[src/rtl/link_arb_pkg.sv]
package link_arb_pkg;

    localparam int REG_W  = 16;
    localparam int ADDR_W = 5;

    localparam logic [ADDR_W-1:0] A_CTRL = 5'd0;
    localparam logic [ADDR_W-1:0] A_PART = 5'd5;
    localparam logic [ADDR_W-1:0] A_EXPN = 5'd6;

    localparam int B_SPEED = 13;
    localparam int B_AN_EN = 12;
    localparam int B_RESTA = 9;
    localparam int B_DUPLX = 8;
    localparam int B_NEGO  = 0;
    localparam int B_FAULT = 4;

    localparam logic [REG_W-1:0] CTRL_STORE_MASK = 16'h3100;
    localparam logic [REG_W-1:0] CTRL_RESET      = 16'h3000;
    localparam logic [REG_W-1:0] PD_WORD_100     = 16'h0080;
    localparam logic [REG_W-1:0] PD_WORD_10      = 16'h0020;

    typedef enum logic [1:0] {
        ST_SEARCH,
        ST_BREAK,
        ST_LINKED,
        ST_FORCED
    } la_state_e;

    typedef struct packed {
        logic ok;
        logic spd100;
        logic fdx;
    } la_mode_t;

    function automatic la_mode_t la_pick(input logic [REG_W-1:0] w);
        la_mode_t m;
        m = '0;
        if (w[8])      m = '{ok: 1'b1, spd100: 1'b1, fdx: 1'b1};
        else if (w[7]) m = '{ok: 1'b1, spd100: 1'b1, fdx: 1'b0};
        else if (w[6]) m = '{ok: 1'b1, spd100: 1'b0, fdx: 1'b1};
        else if (w[5]) m = '{ok: 1'b1, spd100: 1'b0, fdx: 1'b0};
        return m;
    endfunction

endpackage

[src/rtl/link_arb_brk.sv]
module link_arb_brk #(
    parameter int BREAK_CYCLES = 30_000_000
) (
    input  logic clk,
    input  logic rst_n,
    input  logic run,
    output logic done
);
    localparam int CW = $clog2(BREAK_CYCLES + 1);
    localparam logic [CW-1:0] LAST = CW'(BREAK_CYCLES - 1);

    logic [CW-1:0] cnt;

    always_ff @(posedge clk) begin
        if (!rst_n || !run) cnt <= '0;
        else                cnt <= cnt + 1'b1;
    end

    assign done = run && (cnt == LAST);
endmodule

[src/rtl/link_arb_regs.sv]
module link_arb_regs
    import link_arb_pkg::*;
(
    input  logic              clk,
    input  logic              rst_n,
    input  logic [ADDR_W-1:0] addr,
    input  logic              wr,
    input  logic [REG_W-1:0]  wdata,
    input  logic              rd,
    output logic [REG_W-1:0]  rdata,
    output logic              an_en,
    output logic              force_spd,
    output logic              force_dup,
    output logic              restart_req,
    input  logic              restart_ack,
    input  logic              part_ld,
    input  logic [REG_W-1:0]  part_val,
    input  logic              nego_ld,
    input  logic              nego_val,
    input  logic              fault_set,
    input  logic              fault_clr,
    output logic              nego_bit,
    output logic              fault_bit
);
    logic [REG_W-1:0] ctrl_q, part_q, rd_val;
    logic             rst_q, nego_q, fault_q;
    logic             wr_ctrl;

    assign wr_ctrl = wr && (addr == A_CTRL);

    always_ff @(posedge clk) begin
        if (!rst_n) begin
            ctrl_q  <= CTRL_RESET;
            rst_q   <= 1'b0;
            part_q  <= '0;
            nego_q  <= 1'b0;
            fault_q <= 1'b0;
            rdata   <= '0;
        end else begin
            if (wr_ctrl) begin
                ctrl_q <= wdata & CTRL_STORE_MASK;
                rst_q  <= wdata[B_RESTA] & wdata[B_AN_EN];
            end else if (restart_ack) begin
                rst_q  <= 1'b0;
            end
            if (part_ld)        part_q  <= part_val;
            if (nego_ld)        nego_q  <= nego_val;
            if (fault_set)      fault_q <= 1'b1;
            else if (fault_clr) fault_q <= 1'b0;
            if (rd)             rdata   <= rd_val;
        end
    end

    always_comb begin
        rd_val = '0;
        case (addr)
            A_CTRL: begin
                rd_val          = ctrl_q;
                rd_val[B_RESTA] = rst_q;
            end
            A_PART: rd_val = part_q;
            A_EXPN: begin
                rd_val[B_NEGO]  = nego_q;
                rd_val[B_FAULT] = fault_q;
            end
            default: rd_val = '0;
        endcase
    end

    assign an_en       = ctrl_q[B_AN_EN];
    assign force_spd   = ctrl_q[B_SPEED];
    assign force_dup   = ctrl_q[B_DUPLX];
    assign restart_req = rst_q;
    assign nego_bit    = nego_q;
    assign fault_bit   = fault_q;
endmodule

[src/rtl/link_arb_fsm.sv]
module link_arb_fsm
    import link_arb_pkg::*;
(
    input  logic             clk,
    input  logic             rst_n,
    input  logic             flp_seen,
    input  logic             nlp_seen,
    input  logic             idle100_seen,
    input  logic             sig_present,
    input  logic [REG_W-1:0] partner_word,
    input  logic             an_en,
    input  logic             force_spd,
    input  logic             force_dup,
    input  logic             restart_req,
    input  logic             brk_done,
    output la_state_e        st,
    output logic             restart_ack,
    output logic             brk_run,
    output logic             part_ld,
    output logic [REG_W-1:0] part_val,
    output logic             nego_ld,
    output logic             nego_val,
    output logic             fault_set,
    output logic             fault_clr,
    output logic             link_up,
    output logic             speed_100,
    output logic             full_duplex,
    output logic             txrx_en
);
    la_state_e nxt;
    la_mode_t  pick;
    logic      res_ld, res_spd_n, res_fdx_n, res_spd_q, res_fdx_q;

    // next-state and register-update decisions
    always_comb begin
        nxt         = st;
        res_ld      = 1'b0;
        res_spd_n   = res_spd_q;
        res_fdx_n   = res_fdx_q;
        part_ld     = 1'b0;
        part_val    = partner_word;
        nego_ld     = 1'b0;
        nego_val    = 1'b0;
        fault_set   = 1'b0;
        restart_ack = restart_req;
        pick        = la_pick(partner_word);
        if (!an_en) begin
            nxt = ST_FORCED;
        end else if (restart_req || st == ST_FORCED) begin
            nxt = ST_BREAK;
        end else begin
            unique case (st)
                ST_SEARCH: begin
                    if (flp_seen) begin
                        part_ld  = 1'b1;
                        nego_ld  = 1'b1;
                        nego_val = 1'b1;
                        if (pick.ok) begin
                            nxt       = ST_LINKED;
                            res_ld    = 1'b1;
                            res_spd_n = pick.spd100;
                            res_fdx_n = pick.fdx;
                        end
                    end else if (idle100_seen && nlp_seen) begin
                        fault_set = 1'b1;
                    end else if (idle100_seen || nlp_seen) begin
                        nxt       = ST_LINKED;
                        res_ld    = 1'b1;
                        res_spd_n = idle100_seen;
                        res_fdx_n = 1'b0;
                        part_ld   = 1'b1;
                        part_val  = idle100_seen ? PD_WORD_100 : PD_WORD_10;
                        nego_ld   = 1'b1;
                        nego_val  = 1'b0;
                    end
                end
                ST_BREAK:  if (brk_done) nxt = ST_SEARCH;
                ST_LINKED: if (!sig_present) nxt = ST_BREAK;
                ST_FORCED: nxt = ST_FORCED;
            endcase
        end
        fault_clr = (nxt == ST_BREAK) && (st != ST_BREAK);
    end

    // state register
    always_ff @(posedge clk) begin
        if (!rst_n) begin
            st        <= ST_SEARCH;
            res_spd_q <= 1'b0;
            res_fdx_q <= 1'b0;
        end else begin
            st <= nxt;
            if (res_ld) begin
                res_spd_q <= res_spd_n;
                res_fdx_q <= res_fdx_n;
            end
        end
    end

    // outputs
    always_comb begin
        brk_run     = (st == ST_BREAK) && !(an_en && restart_req);
        txrx_en     = (st != ST_BREAK);
        link_up     = (st == ST_LINKED) || (st == ST_FORCED && sig_present);
        speed_100   = (st == ST_FORCED) ? force_spd : res_spd_q;
        full_duplex = (st == ST_FORCED) ? force_dup : res_fdx_q;
    end
endmodule

[src/rtl/link_arb_top.sv]
module link_arb_top
    import link_arb_pkg::*;
#(
    parameter int BREAK_CYCLES = 30_000_000
) (
    input  logic        clk,
    input  logic        rst_n,
    input  logic        flp_seen,
    input  logic        nlp_seen,
    input  logic        idle100_seen,
    input  logic [15:0] partner_word,
    input  logic        sig_present,
    input  logic [4:0]  reg_addr,
    input  logic        reg_wr,
    input  logic [15:0] reg_wdata,
    input  logic        reg_rd,
    output logic [15:0] reg_rdata,
    output logic        link_up,
    output logic        speed_100,
    output logic        full_duplex,
    output logic        txrx_en
);
    la_state_e        st;
    logic             an_en, force_spd, force_dup, restart_req, restart_ack;
    logic             brk_run, brk_done;
    logic             part_ld, nego_ld, nego_val, fault_set, fault_clr;
    logic             nego_bit, fault_bit;
    logic [REG_W-1:0] part_val;

    link_arb_regs u_regs (
        .clk(clk), .rst_n(rst_n), .addr(reg_addr), .wr(reg_wr), .wdata(reg_wdata),
        .rd(reg_rd), .rdata(reg_rdata), .an_en(an_en), .force_spd(force_spd),
        .force_dup(force_dup), .restart_req(restart_req), .restart_ack(restart_ack),
        .part_ld(part_ld), .part_val(part_val), .nego_ld(nego_ld), .nego_val(nego_val),
        .fault_set(fault_set), .fault_clr(fault_clr), .nego_bit(nego_bit),
        .fault_bit(fault_bit)
    );

    link_arb_brk #(.BREAK_CYCLES(BREAK_CYCLES)) u_brk (
        .clk(clk), .rst_n(rst_n), .run(brk_run), .done(brk_done)
    );

    link_arb_fsm u_fsm (
        .clk(clk), .rst_n(rst_n), .flp_seen(flp_seen), .nlp_seen(nlp_seen),
        .idle100_seen(idle100_seen), .sig_present(sig_present),
        .partner_word(partner_word), .an_en(an_en), .force_spd(force_spd),
        .force_dup(force_dup), .restart_req(restart_req), .brk_done(brk_done),
        .st(st), .restart_ack(restart_ack), .brk_run(brk_run), .part_ld(part_ld),
        .part_val(part_val), .nego_ld(nego_ld), .nego_val(nego_val),
        .fault_set(fault_set), .fault_clr(fault_clr), .link_up(link_up),
        .speed_100(speed_100), .full_duplex(full_duplex), .txrx_en(txrx_en)
    );
endmodule

[config.mk]
export PLATFORM = sky130hd
export DESIGN_NAME = link_arb_top
export DESIGN_NICKNAME = d
export VERILOG_FILES = /design/src/rtl/link_arb_pkg.sv /design/src/rtl/link_arb_brk.sv /design/src/rtl/link_arb_regs.sv /design/src/rtl/link_arb_fsm.sv /design/src/rtl/link_arb_top.sv
export SDC_FILE = /design/constraint.sdc
export NUM_CORES = 1
export LEC_CHECK = 0
export BUFFER_PORTS_ARGS = -buffer_cell sky130_fd_sc_hd__buf_2
export CAP_MARGIN = 10
export CORE_AREA = 2 2 80 82
export CTS_CLUSTER_SIZE = 28
export DETAILED_ROUTE_END_ITERATION = 6
export DIE_AREA = 0 0 82 84
export GPL_TIMING_DRIVEN = 0
export PLACE_DENSITY = 0.73
export RECOVER_POWER = 50
export REMOVE_ABC_BUFFERS = 1
export SETUP_SLACK_MARGIN = 0.5
export SLEW_MARGIN = 10
export SYNTH_ARGS = -nofsm -noshare
export SYNTH_HDL_FRONTEND = slang
export SYNTH_SLANG_ARGS = --single-unit
[constraint.sdc]
create_clock -name clk -period 2.2 [get_ports clk]
set_input_delay 0.11 -clock clk [delete_from_list [all_inputs] [get_ports clk]]
set_output_delay 0.11 -clock clk [all_outputs]
set_load 0.03 [all_outputs]
# Word level (Yosys, flattened, before mapping)
# Cells that the tools add are included.
# op_classes
bitwise_logic,2
n_eq_ne,10
n_reduce_logical,20
mux,56
addsub,1
# ops
op,n
$mux W16,6
$mux W1,32
$add A25 B1 Y25 const B,1
$eq A25 B25 Y1 const B,1
$pmux W11 S2,1
$mux W2,8
$mux W3,5
$eq A5 B3 Y1 const B,2
$mux W8,1
$pmux W2 S4,1
$logic_and A1 B1 Y1,7
$reduce_and A7 Y1,1
$logic_not A5 Y1,1
$eq A2 B1 Y1 const B,2
$eq A2 B2 Y1 const B,2
$logic_or A1 B1 Y1,4
$ne A2 B1 Y1 const B,2
$pmux W1 S2,2
$reduce_bool A2 Y1,2
$logic_not A1 Y1,3
$logic_not A2 Y1,1
$ne A2 B2 Y1 const B,1
$reduce_and A2 Y1,1
$and A1 B1 Y1,1
$not A1 Y1,1
# word_totals
wordCells,99
inputBits,45
reg_bits,67

# Depth between registers and ports, before layout
# Gate-level depths: netlist of the first run.
# logic_depth
depth_word,13
ltp_mapped,7
mapped_depth_nobuf,6

# Hierarchy
# From an unflattened synthesis of the first run, not the netlist that was laid out.
# unflattened
cells_unflattened,364
hier_area_um2,3398.3
# modules_own_cells
module,cells_each,area_per_inst_um2,instances
link_arb_regs,158,1639.1,1
link_arb_brk,140,1183.6,1
link_arb_fsm,66,575.6,1

# Least setup slack after synthesis of the first run
# No wires, ideal clock.
# synth_timing
path_type,flip-flop to flip-flop
startpoint,reg u_fsm.st[1]
endpoint,reg u_brk.cnt[23]
n_path_buf,2
path_slack_ns,0.224
period_less_slack_ns,1.976
t_arrival_ns,1.917
path_stages_with_launch,7
setup_time_ns,0.059
t_required_ns,2.141
cell_sequence,dfxtp_1 -> buf_2 -> nand2b_1 -> or3b_2 -> clkbuf_1 -> or4_1 -> nand2_1
# synth_between
elab_chain_cells,4
# synth_rtl
item,line,source
start: declaration,link_arb_fsm.sv:16,"output la_state_e st,"
start signal: assignment,link_arb_fsm.sv:92,st <= nxt;
$eq A2 B1 Y1,link_arb_fsm.sv:102,brk_run = (st == ST_BREAK) && !(an_en && restart_req);
$logic_and A1 B1 Y1,link_arb_fsm.sv:102,
$logic_not A1 Y1,link_arb_brk.sv:15,if (!rst_n || !run) cnt <= '0;
$logic_or A1 B1 Y1,link_arb_brk.sv:15,
end signal: assignment,link_arb_brk.sv:16,else cnt <= cnt + 1'b1;
end: declaration,link_arb_brk.sv:12,logic [CW-1:0] cnt;
# Every way passes these cells.
# A chain may end at the register's enable or synchronous reset.

# Worst setup path in the final report of the first run
# layout_timing
startpoint,reg u_brk.cnt[1]
endpoint,reg u_brk.cnt[16]
# layout_between
elab_chain_cells,1
# layout_rtl
item,line
$add A25 B1 Y25,link_arb_brk.sv:16
# Every way passes these cells.

==> reports/metrics.cfg, run 1 <==
[worst_setup_path]
max_stage_delay_ns=0.54
cpMostUsedCell=buf_4
critPathLaunchType=register
crit_family=simple AND/OR/NAND/NOR gates
endpoint_kind=register
worstPathMaxFanout=4
worst-path-buf-inv=3
criticalPathCategory=register to register
critPathRequiredTime_ns=2.40
cp_slowest_cell=or4_4
crit_chain=buf_4 -> ha_4 -> nand3_4 -> or4_4 -> buf_6 -> buf_4 -> o21ai_0 -> a21oi_1
cp.arrival_ns=2.07

[sta]
finalSetupTns_ns=0
drv_slew=0
worst_pin_slew_ns=0.657
rsz0062_at_grt=true
hold_viol_final=0
skew_ns=0.0111
max_freq_ghz=0.534
setup_viol=0
hold_slack_ns=0.000814
fin_crit_ns=1.87
slew_headroom_pct=56.2
post-route-period-util_pct=85.1

[power_and_ir_drop]
p_leak_nw=1.36
peakVddDrop_uv=499
p_per_area_mw_per_mm2=721

[global_routing]
track_usage_pct=22.4
grt_pass1_wl_um=12100
grt_max_degree=33
antenna_found_initial=0
grt-ovfl-total=0
grt_pass1_vias=2661

[floorplan]
coreArea_sq_mm=0.00610
die_w_um=82
rows=29
io_pins=65
start_util_pct=48.4
die_area_sq_mm=0.00689
die_h_um=84

[min_path]
hp-class=primary input to register

[detailed_routing]
drt_wl_total_um=7640
wire_per_inst_um=15.2
drc=0
detail_route.iter0.violations=146
vias_per_cell=5.66
num_vias=2847
firstDrtPassIters=4
ant_nets=0

[cts]
cts_tree=done
htreeDepth=3
clock-sinks=67
clock-root-buffer=clkbuf_8
cts_buffers=9
clkSlewWorstSetupHoldPaths_ns=0.08
worstSkewPairLatency_ns=0.35
clockBufferDepth=2

[logic_synthesis]
synth_area_sq_mm=0.00295
yosysMostFrequentCell=dfxtp_1
yosys-top-cells-count=67 x dfxtp_1, 37 x nor2_1, 32 x a21oi_1
ys_warn_count=0
yosysUniqueCellTypes=47
synth_top_cell_area_share_pct=45.5
async_reset_ff_share_pct=0
syn_avg_cell_area_sq_um=8.50
synth-main-ff-cell=dfxtp_1
ys_seq_area_share_pct=45.5
synth-seq-cells=67
synthCells=347
netlist_top_cells_area=dfxtp_1 45%, a21oi_1 5.4%, a22oi_1 5.3%, nand3_1 4.7%, nor2_1 4.7%
synth_edf_count=0
yosysTopAreaCell=dfxtp_1

[cells_and_area]
nets=469
syn2layout_area_growth_pct=30.8
antenna-diode-count=0
final_layout_size_suffix_gt1_share_pct=25.8
fillerInstances=527
finalCoreUtilization_pct=63.3

[outcome]
status=completed

[placement]
port_buffers=52
place.gp.congestion=0.812
dp_hpwl_um=4490

[job]
drv_cap=0

stage by stage:
step	instances	cell area [sq um]	total power (W)	setup slack (ns)
global route	503	3860	0.00289	0.246
floorplan	328	2870	0.00150	0.176
detailed placement	457	3230	0.00161	-0.244
global placement	457	3230	0.00160	-0.218
CTS	498	3780	0.00276	0.412
finish	503	3860	0.00278	0.328
cell type report:
| class | instances | area (sq um) | share of cell area [%] |
|---|---|---|---|
| Tap cell | 77 | 96.3 | 2.50 |
| Timing Repair Buffer | 80 | 482 | 12.5 |
| Clock inverter | 6 | 90.1 | 2.33 |
| Clock buffer | 10 | 128 | 3.31 |
| Multi-Input combinational cell | 251 | 1640 | 42.5 |
| Sequential cell | 67 | 1370 | 35.5 |
| Inverter | 11 | 45.0 | 1.17 |
| Timing Repair inverter | 1 | 5.00 | 0.130 |
flip-flops by register name, indices dropped and copies added (netlist names):
name / flops
u_brk.cnt: 25
u_fsm.res_fdx_q: 1
u_fsm.res_spd_q: 1
u_fsm.st: 2
u_regs.ctrl_q: 3
u_regs.fault_bit: 1
u_regs.nego_bit: 1
u_regs.part_q: 16
u_regs.rdata: 16
u_regs.restart_req: 1
per-layer routing:
metal | track usage, % | vias to the layer above | share of wire [%]
met5 | 0 | - | 0
met4 | 7.27 | 0 | 1.3
met3 | 6.71 | 11 | 4.5
met2 | 38.8 | 70 | 51
met1 | 25.9 | 1371 | 43
li1 | - | 1395 | -
power breakdown:
| part | switching, W | internal, W | leakage [nW] |
|---|---|---|---|
| sequential | 0.0000376 | 0.00126 | 0.552 |
| combinational | 0.000205 | 0.000153 | 0.703 |
| clock | 0.000492 | 0.000640 | 0.106 |
| total | 0.000735 | 0.00205 | 1.36 |
timing repair:
| item | 4_1_cts | 5_1_grt |
|---|---|---|
| pin swaps | 11 | 9 |
| gates cloned | 2 | 0 |
| hold buffers | 6 | 1 |
| setup buffers | 17 | 4 |
| hold endpoints to repair | 6 | 1 |
| endpoints found under the setup margin | 27 | 30 |
| resized for setup | 38 | 13 |
cells by family after synthesis:
family,share of synthesized area (%)
buf+inv,4.03
fa+ha+maj,1.27
xor+xnor,3.27
flops,45.5
mux,1.78
simple gates,26.8
compound gates,17.4
worst paths after layout:
kind               startpoint                end  slack (ns)  cells after the start
max              u_brk.cnt[1]      u_brk.cnt[16]        0.33                      8
min          partner_word[13]  u_regs.part_q[13]      0.0008                      3
max reg2reg      u_brk.cnt[1]      u_brk.cnt[16]        0.33                      8
min reg2reg      u_brk.cnt[0]       u_brk.cnt[0]        0.45                      1
worst register-to-register path, stage by stage, from the launching register on:
cell and delay, ns:
dfxtp_2 0.34, buf_4 0.11, ha_4 0.15, nand3_4 0.09, or4_4 0.54, buf_6 0.14
buf_4 0.13, o21ai_0 0.14, a21oi_1 0.08
cells in the final DEF (no fill, tap or decap), drive strengths merged, types with 2 or more instances in the layout:
cell,Yosys,layout
nand3,29,29
nand2,24,24
mux2,2,2
or4,8,8
a21oi,32,32
a22oi,21,21
mux2i,3,3
clkbuf,16,32
xnor2,7,7
and2,3,3
dfxtp,67,67
or3b,1,2
or3,5,5
o211ai,4,4
and4,2,2
nor3b,3,3
and3,2,2
nand4,4,4
o21ai,14,14
buf,3,51
nor3,6,6
nor2,37,37
xor2,4,4
dlygate4sd3,0,7
o31ai,4,4
nor4,4,4
inv,11,10
bufinv,0,2
and4b,2,2
clkinvlp,0,3
clkinv,0,3
or4b,2,2
ha,3,3
nand2b,13,13
(Power assumes the default switching activity.)
==> inputs of run 2 (changes only) <==
--- a/config.mk
+++ b/config.mk
@@ -7,12 +7,11 @@
 export LEC_CHECK = 0
 export BUFFER_PORTS_ARGS = -buffer_cell sky130_fd_sc_hd__buf_2
 export CAP_MARGIN = 10
-export CORE_AREA = 2 2 80 82
+export CORE_AREA = 2 2 89 91
 export CTS_CLUSTER_SIZE = 28
 export DETAILED_ROUTE_END_ITERATION = 6
-export DIE_AREA = 0 0 82 84
+export DIE_AREA = 0 0 91 93
 export GPL_TIMING_DRIVEN = 0
-export PLACE_DENSITY = 0.73
 export RECOVER_POWER = 50
 export REMOVE_ABC_BUFFERS = 1
 export SETUP_SLACK_MARGIN = 0.5
==> run 2 against run 1 <==
Clock power increased by 6%. Sequential power hardly changed. Critical path type unchanged. Sequential share of layout area decreased by 0.81 points. Maximum frequency is 5.5% higher. Worst setup slack improved by 0.098 ns. Via count decreased by 0.39%. Global-route usage shrank 4.6 points. Clock-buffer cell count is the same. Non-clock buffer count grew 7. Combinational power hardly changed. Largest cell class unchanged. Critical path depth down 4. Largest power group unchanged.
==> reports/metrics.cfg, run 2 (synthesis gave the netlist of run 1 again) <==
[cells_and_area]
regMostFlops=u_brk.cnt  ; unchanged
antenna-diode-count=0  ; unchanged
nets=476  ; was 469
largest_register_ff_count=25  ; unchanged
fillerInstances=743  ; was 527
final_common_cell=dfxtp_1  ; unchanged
fin_area_sq_mm=0.00399  ; was 0.00386 sq mm
register_area_sq_mm=0.00139  ; was 0.00137 sq mm
final_cell_mix=52 x dfxtp_1, 36 x nor2_1, 32 x buf_2, 28 x a21oi_1, 26 x nand3_1  ; was 53 x dfxtp_1, 37 x nor2_1, 31 x buf_2, 29 x a21oi_1, 27 x nand3_1
final_layout_size_suffix_gt1_share_pct=27.0  ; was 25.8%
reg_top3=u_brk.cnt (25), u_regs.part_q (16), u_regs.rdata (16)  ; unchanged
syn2layout_area_growth_pct=35.2  ; was 30.8%
multiInputGateArea_sq_mm=0.00165  ; was 0.00164 sq mm

[placement]
port_buffers=52  ; unchanged
dpl_cell_area_sq_mm=0.00326  ; was 0.00323 sq mm
dp_hpwl_um=4430  ; was 4490 um
place.gp.congestion=0.803  ; was 0.812

[sta]
hold_viol_final=0  ; unchanged
worst_pin_slew_ns=0.683  ; was 0.657 ns
setup_viol=0  ; unchanged
rsz0062_at_grt=true  ; unchanged
slew_headroom_pct=54.5  ; was 56.2%
skew_ns=0.00605  ; was 0.0111 ns
fin_crit_ns=1.77  ; was 1.87 ns
post-route-period-util_pct=80.6  ; was 85.1%
drv_slew=0  ; unchanged
max_freq_ghz=0.564  ; was 0.534 GHz

[min_path]
hp-class=primary input to register  ; unchanged

[cts]
clock-sinks=67  ; unchanged
htreeDepth=3  ; unchanged
cts_buffers=9  ; unchanged
worstSkewPairLatency_ns=0.35  ; about the same
clockBufferDepth=2  ; unchanged
clkSlewWorstSetupHoldPaths_ns=0.08  ; about the same
clock-root-buffer=clkbuf_8  ; unchanged
cts_tree=done  ; unchanged

[power_and_ir_drop]
p_per_area_mw_per_mm2=713  ; was 721 mW/mm^2
p_total_w=0.00284  ; was 0.00278 W
peakVddDrop_uv=374  ; was 499 uV
p_leak_nw=1.41  ; was 1.36 nW

[detailed_routing]
vias_per_cell=5.30  ; was 5.66
wire_per_inst_um=14.1  ; was 15.2 um
firstDrtPassIters=5  ; was 4
drt_wl_total_um=7560  ; was 7640 um
num_vias=2836  ; was 2847
detail_route.iter0.violations=99  ; was 146
drc=0  ; unchanged
ant_nets=0  ; unchanged

[floorplan]
die_h_um=93  ; was 84 um
start_util_pct=39.2  ; was 48.4%
rows=32  ; was 29
die_area_sq_mm=0.00846  ; was 0.00689 sq mm
io_pins=65  ; unchanged
die_w_um=91  ; was 82 um
coreArea_sq_mm=0.00753  ; was 0.00610 sq mm

[global_routing]
grt-ovfl-total=0  ; unchanged
grt_max_degree=33  ; unchanged
grt_pass1_vias=2644  ; was 2661
track_usage_pct=17.8  ; was 22.4%
grt_pass1_wl_um=12100  ; about the same
antenna_found_initial=0  ; unchanged

[job]
drv_cap=0  ; unchanged

[worst_setup_path]
endpoint_kind=register  ; unchanged
critPathRequiredTime_ns=2.43  ; was 2.40 ns
cp.arrival_ns=2.01  ; was 2.07 ns
max_stage_delay_ns=0.68  ; was 0.54 ns
worstPathMaxFanout=9  ; was 4
crit_family=simple AND/OR/NAND/NOR gates  ; unchanged
worst-path-buf-inv=0  ; was 3
crit_chain=or4b_1 -> nor4_4 -> mux2i_1 -> a21oi_1  ; was buf_4 -> ha_4 -> nand3_4 -> or4_4 -> buf_6 -> buf_4 -> o21ai_0 -> a21oi_1
criticalPathCategory=register to register  ; unchanged
critPathLaunchType=register  ; unchanged
cp_slowest_cell=or4b_1  ; was or4_4

[outcome]
status=completed  ; unchanged

-- run 2: changes by cell type in the layout (fill, tap and decap cells not counted), sizes merged --
cell         change
clkinv           -2
inv              +3
dlygate4sd3      +5
clkinvlp         -1
buf              +3
clkbuf           -1
-- run 2: path summary, 6_finish.rpt --
kind | startpoint | end | slack (ns) | cells after the start
worst max-delay path | u_fsm.st[1] | u_regs.part_q[7] | 0.43 | 4
worst min-delay path | partner_word[15] | u_regs.part_q[15] | 0.01 | 3
worst max register to register | u_fsm.st[1] | u_regs.part_q[7] | 0.43 | 4
worst min register to register | u_brk.cnt[0] | u_brk.cnt[0] | 0.45 | 1
-- run 2: worst min-delay path: cells and delay by family --
kind / cells / cell delay (ns)
buf+inv: 1 / 0.09
simple gates: 1 / 0.07
compound gates: 1 / 0.06
-- run 2: area by class of cell --
cell class	count	area share, %
multi-input cells	251	41.4
clock inverters	6	2.38
repair inverters	1	0.125
clock buffers	10	3.45
repair buffers	87	13.6
well taps	102	3.20
flip-flops and latches	67	34.7
inverters	11	1.13
-- run 2: report_power, final --
part | switching, W | leakage [nW] | internal [W] | total (W)
Combinational | 0.000205 | 0.734 | 0.000151 | 0.000356
Sequential | 0.0000369 | 0.554 | 0.00125 | 0.00129
Clock | 0.000519 | 0.118 | 0.000683 | 0.00120
-- run 2: timing repair --
| action | 4_1_cts | 5_1_grt |
|---|---|---|
| hold buffers | 11 | 1 |
| setup buffers | 13 | 10 |
| resized for setup | 40 | 19 |
| setup endpoints to repair | 26 | 30 |
| endpoints found under the hold margin | 10 | 1 |
| cloned | 2 | 0 |
| pin swaps | 13 | 9 |
-- run 2: per-layer routing --
layer  up-vias  track usage, %  part of all wire, %
met3        19            4.43                  3.6
met2        64            31.1                   50
met5         -               0                    0
met1      1333            20.5                   44
met4         0            8.21                  2.4
li1       1420               -                    -
-- run 2: metrics by stage --
stage	worst slack [ns]	hold WS [ns]	util [%]	instances	TNS [ns]
floorplan	0.176	0.182	-	328	0
global placement	-0.262	0.346	43.3	482	-2.28
detailed placement	-0.286	0.353	43.4	482	-2.88
CTS	0.462	0.00134	51.5	524	0
global route	0.320	0.00227	53.0	535	0
finish	0.426	0.0133	53.0	535	0
==> inputs of run 3 (changes only) <==
--- a/config.mk
+++ b/config.mk
@@ -5,12 +5,13 @@
 export SDC_FILE = /design/constraint.sdc
 export NUM_CORES = 1
 export LEC_CHECK = 0
+export ABC_AREA = 1
 export BUFFER_PORTS_ARGS = -buffer_cell sky130_fd_sc_hd__buf_2
 export CAP_MARGIN = 10
-export CORE_AREA = 2 2 89 91
+export CORE_AREA = 2 2 92 94
 export CTS_CLUSTER_SIZE = 28
 export DETAILED_ROUTE_END_ITERATION = 6
-export DIE_AREA = 0 0 91 93
+export DIE_AREA = 0 0 94 96
 export GPL_TIMING_DRIVEN = 0
 export RECOVER_POWER = 50
 export REMOVE_ABC_BUFFERS = 1
==> constraint.sdc (replaced) <==
create_clock -name clk -period 1.4 [get_ports clk]
set_input_delay 0.07 -clock clk [delete_from_list [all_inputs] [get_ports clk]]
set_output_delay 0.07 -clock clk [all_outputs]
set_load 0.03 [all_outputs]
==> run 3 against run 2 <==
The flow now finishes with violations (setup timing). Sequential power grew 67%. Maximum frequency grew 17%. Synthesized area grew 7.2%. Non-clock buffer count grew 27.
==> reports/metrics.cfg, run 3 <==
[detailed_routing]
ant_nets=0  ; unchanged
drt_wl_total_um=9410  ; was 7560 um
drc=0  ; unchanged
vias_per_cell=4.96  ; was 5.30
num_vias=3286  ; was 2836
wire_per_inst_um=14.2  ; was 14.1 um
detail_route.iter0.violations=102  ; was 99
firstDrtPassIters=4  ; was 5

[power_and_ir_drop]
p_seq_share_pct=45.0  ; was 45.2%
peakVddDrop_uv=791  ; was 374 uV
comb_power_share_pct=25.0  ; was 12.5%
p_per_area_mw_per_mm2=951  ; was 713 mW/mm^2
p_leak_nw=2.07  ; was 1.41 nW
power_switching_w=0.00153  ; was 0.000760 W
clock_power_share_pct=30.0  ; was 42.3%
switching_share_pct=32.1  ; was 26.7%
internal-power_w=0.00324  ; was 0.00208 W

[cts]
clkSlewWorstSetupHoldPaths_ns=0.08  ; about the same
clock-sinks=67  ; unchanged
cts_buffers=9  ; unchanged
htreeDepth=3  ; unchanged
clockBufferDepth=2  ; unchanged
worstSkewPairLatency_ns=0.35  ; about the same
clock-root-buffer=clkbuf_8  ; unchanged
cts_tree=done  ; unchanged

[outcome]
status=finished, violations left  ; was completed
violations=setup timing

[sta]
post-route-period-util_pct=108  ; was 80.6%
fin_crit_ns=1.52  ; was 1.77 ns
setup_ws_ns=-0.118  ; was 0.426 ns
rsz0062_at_grt=true  ; unchanged
setup_viol=29  ; was 0
drv_slew=0  ; unchanged
skew_ns=0.0123  ; was 0.00605 ns
finalSetupTns_ns=-2.16  ; was 0 ns
hold_viol_final=0  ; unchanged
hold_slack_ns=0.0585  ; was 0.0133 ns
worst_pin_slew_ns=0.819  ; was 0.683 ns
max_freq_ghz=0.659  ; was 0.564 GHz
slew_headroom_pct=45.4  ; was 54.5%

[logic_synthesis]
yosysUniqueCellTypes=37  ; was 47
yosysMostFrequentCell=nand2_1  ; was dfxtp_1
ys_seq_area_share_pct=42.4  ; was 45.5%
async_reset_ff_share_pct=0  ; unchanged
yosys-top-cells-count=101 x nand2_1, 67 x dfxtp_1, 45 x nor2_1  ; was 67 x dfxtp_1, 37 x nor2_1, 32 x a21oi_1
synthCells=439  ; was 347
synth-seq-cells=67  ; unchanged
syn_avg_cell_area_sq_um=7.20  ; was 8.50 sq um
synth_top_cell_area_share_pct=42.4  ; was 45.5%
synth_edf_count=0  ; unchanged
synth_area_sq_mm=0.00316  ; was 0.00295 sq mm
yosysTopAreaCell=dfxtp_1  ; unchanged
synth-main-ff-cell=dfxtp_1  ; unchanged
ys_warn_count=0  ; unchanged
netlist_top_cells_area=dfxtp_1 42%, nand2_1 12%, a21oi_1 7.0%, nor2_1 5.3%, o21ai_0 4.7%  ; was dfxtp_1 45%, a21oi_1 5.4%, a22oi_1 5.3%, nand3_1 4.7%, nor2_1 4.7%

[global_routing]
use_met1_pct=23.9  ; was 20.5%
grt_max_degree=38  ; was 33
met2_usage_pct=36.7  ; was 31.1%
grt_pass1_wl_um=14500  ; was 12100 um
use_met3_pct=5.87  ; was 4.43%
grt_pass1_vias=3197  ; was 2644
busiest_layer=met2  ; unchanged
track_usage_pct=20.6  ; was 17.8%
grt-ovfl-total=0  ; unchanged
antenna_found_initial=0  ; unchanged

[placement]
dp_hpwl_um=5220  ; was 4430 um
port_buffers=52  ; unchanged
place.gp.congestion=0.853  ; was 0.803
post-place-cells=582  ; was 482

[cells_and_area]
final_layout_size_suffix_gt1_share_pct=47.4  ; was 27.0%
fillerInstances=681  ; was 743
reg_top3=u_brk.cnt (25), u_regs.part_q (16), u_regs.rdata (16)  ; unchanged
final_common_cell=nand2_1  ; was dfxtp_1
largest_register_ff_count=25  ; unchanged
final_cell_mix=72 x nand2_1, 34 x buf_6, 33 x nor2_1, 33 x dfxtp_1  ; was 52 x dfxtp_1, 36 x nor2_1, 32 x buf_2, 28 x a21oi_1, 26 x nand3_1
regMostFlops=u_brk.cnt  ; unchanged
nets=600  ; was 476
syn2layout_area_growth_pct=58.7  ; was 35.2%
antenna-diode-count=0  ; unchanged
final-instance-count-excl-fill=662  ; was 535

[worst_setup_path]
worstPathMaxFanout=6  ; was 9
endpoint_kind=register  ; unchanged
cp.arrival_ns=1.77  ; was 2.01 ns
critPathLaunchType=register  ; unchanged
cp_slowest_cell=dfxtp_2  ; was or4b_1
startpoint=u_regs.restart_req  ; was u_fsm.st[1]
crit_family=simple AND/OR/NAND/NOR gates  ; unchanged
r2r-end=u_regs.part_q[14]  ; was u_regs.part_q[7]
critPathRequiredTime_ns=1.65  ; was 2.43 ns
worst-path-buf-inv=3  ; was 0
reg2reg_from=u_regs.restart_req  ; was u_fsm.st[1]
reg2reg_slack_ns=-0.12  ; was 0.43 ns
criticalPathCategory=register to register  ; unchanged
max_stage_delay_ns=0.34  ; was 0.68 ns
crit_chain=inv_2 -> nand2_4 -> buf_12 -> nor4_4 -> nand3_4 -> clkbuf_16 -> nand2_2 -> a21oi_2  ; was or4b_1 -> nor4_4 -> mux2i_1 -> a21oi_1
rr_worst_depth=8  ; was 4

[floorplan]
die_area_sq_mm=0.00902  ; was 0.00846 sq mm
start_util_pct=39.3  ; was 39.2%
coreArea_sq_mm=0.00805  ; was 0.00753 sq mm
die_w_um=94  ; was 91 um
die_h_um=96  ; was 93 um
io_pins=65  ; unchanged
rows=33  ; was 32

[min_path]
holdPathStages=5  ; was 3
hold_path_end=u_regs.part_q[7]  ; was u_regs.part_q[15]
worstHoldStart=partner_word[7]  ; was partner_word[15]
hp-class=primary input to register  ; unchanged

[job]
drv_cap=0  ; unchanged

[run 3: area by class of cell]
cell class                      count  area (sq um)  area share [%]
Multi-Input combinational cell    315          2050            40.8
Sequential cell                    67          1400            27.9
Timing Repair Buffer              114          1080            21.5
Inverter                           45           188            3.74
Clock buffer                       11           131            2.62
Tap cell                          105           131            2.62
Clock inverter                      5          40.0           0.798
[run 3: logic make-up (layout without fill, tap and decap cells)]
kind of cell / Yosys count / after routing / share of synthesized area [%]
AND/OR/NAND/NOR: 218 / 220 / 32.9
AO/OA/AOI/OAI: 86 / 86 / 14.4
flip-flops: 67 / 67 / 42.4
buffers and inverters: 59 / 175 / 7.48
XOR/XNOR: 6 / 6 / 1.66
adder cells (fa/ha/maj): 3 / 3 / 1.19
[run 3: worst max path at each step]
stage | to | cells past startpoint
6_report | u_regs.part_q[14] | 8
3_3_place_gp | u_fsm.res_fdx_q | 9
2_1_floorplan | u_fsm.res_fdx_q | 10
3_5_place_dp | u_fsm.res_fdx_q | 9
4_1_cts | u_brk.cnt[20] | 10
5_1_grt | u_regs.part_q[5] | 8
[run 3: routing by layer]
metal / vias to the layer above / share of wire, %
li1: 1661 / -
met1: 1537 / 41
met2: 67 / 52
met3: 21 / 4.0
met4: 0 / 2.2
met5: - / 0
[run 3: stage by stage]
stage / util (%) / cell area [sq um] / power, W / setup slack [ns]
5_1_grt: 62.3 / 5020 / 0.00500 / -0.187
4_1_cts: 57.5 / 4630 / 0.00464 / -0.100
6_report: 62.3 / 5020 / 0.00477 / -0.118
2_1_floorplan: - / 3090 / 0.00254 / -0.0857
3_3_place_gp: 43.3 / 3490 / 0.00274 / -0.400
3_5_place_dp: 43.3 / 3490 / 0.00275 / -0.400
[run 3: timing repair]
action,4_1_cts,5_1_grt
pin swaps,24,20
endpoints found under the setup margin,73,75
buffers inserted,29,12
hold buffers,18,0
gates resized for setup,157,82
hold endpoints to repair,18,0
cloned,4,1
[run 3: tightest hold or removal path, cell delays in order]
cell and delay (ns):
buf_2 0.11, nand2_1 0.05, nand3_1 0.06, nand2_1 0.05, inv_1 0.04
[run 3: power groups by stage]
stage                     Sequential, W  Clock, W  Combinational (W)
final                           0.00215   0.00143            0.00119
after global placement          0.00215         0           0.000587
after global routing            0.00216   0.00156            0.00128
after CTS                       0.00214   0.00145            0.00105
after floorplan                 0.00218         0           0.000357
after detailed placement        0.00215         0           0.000596
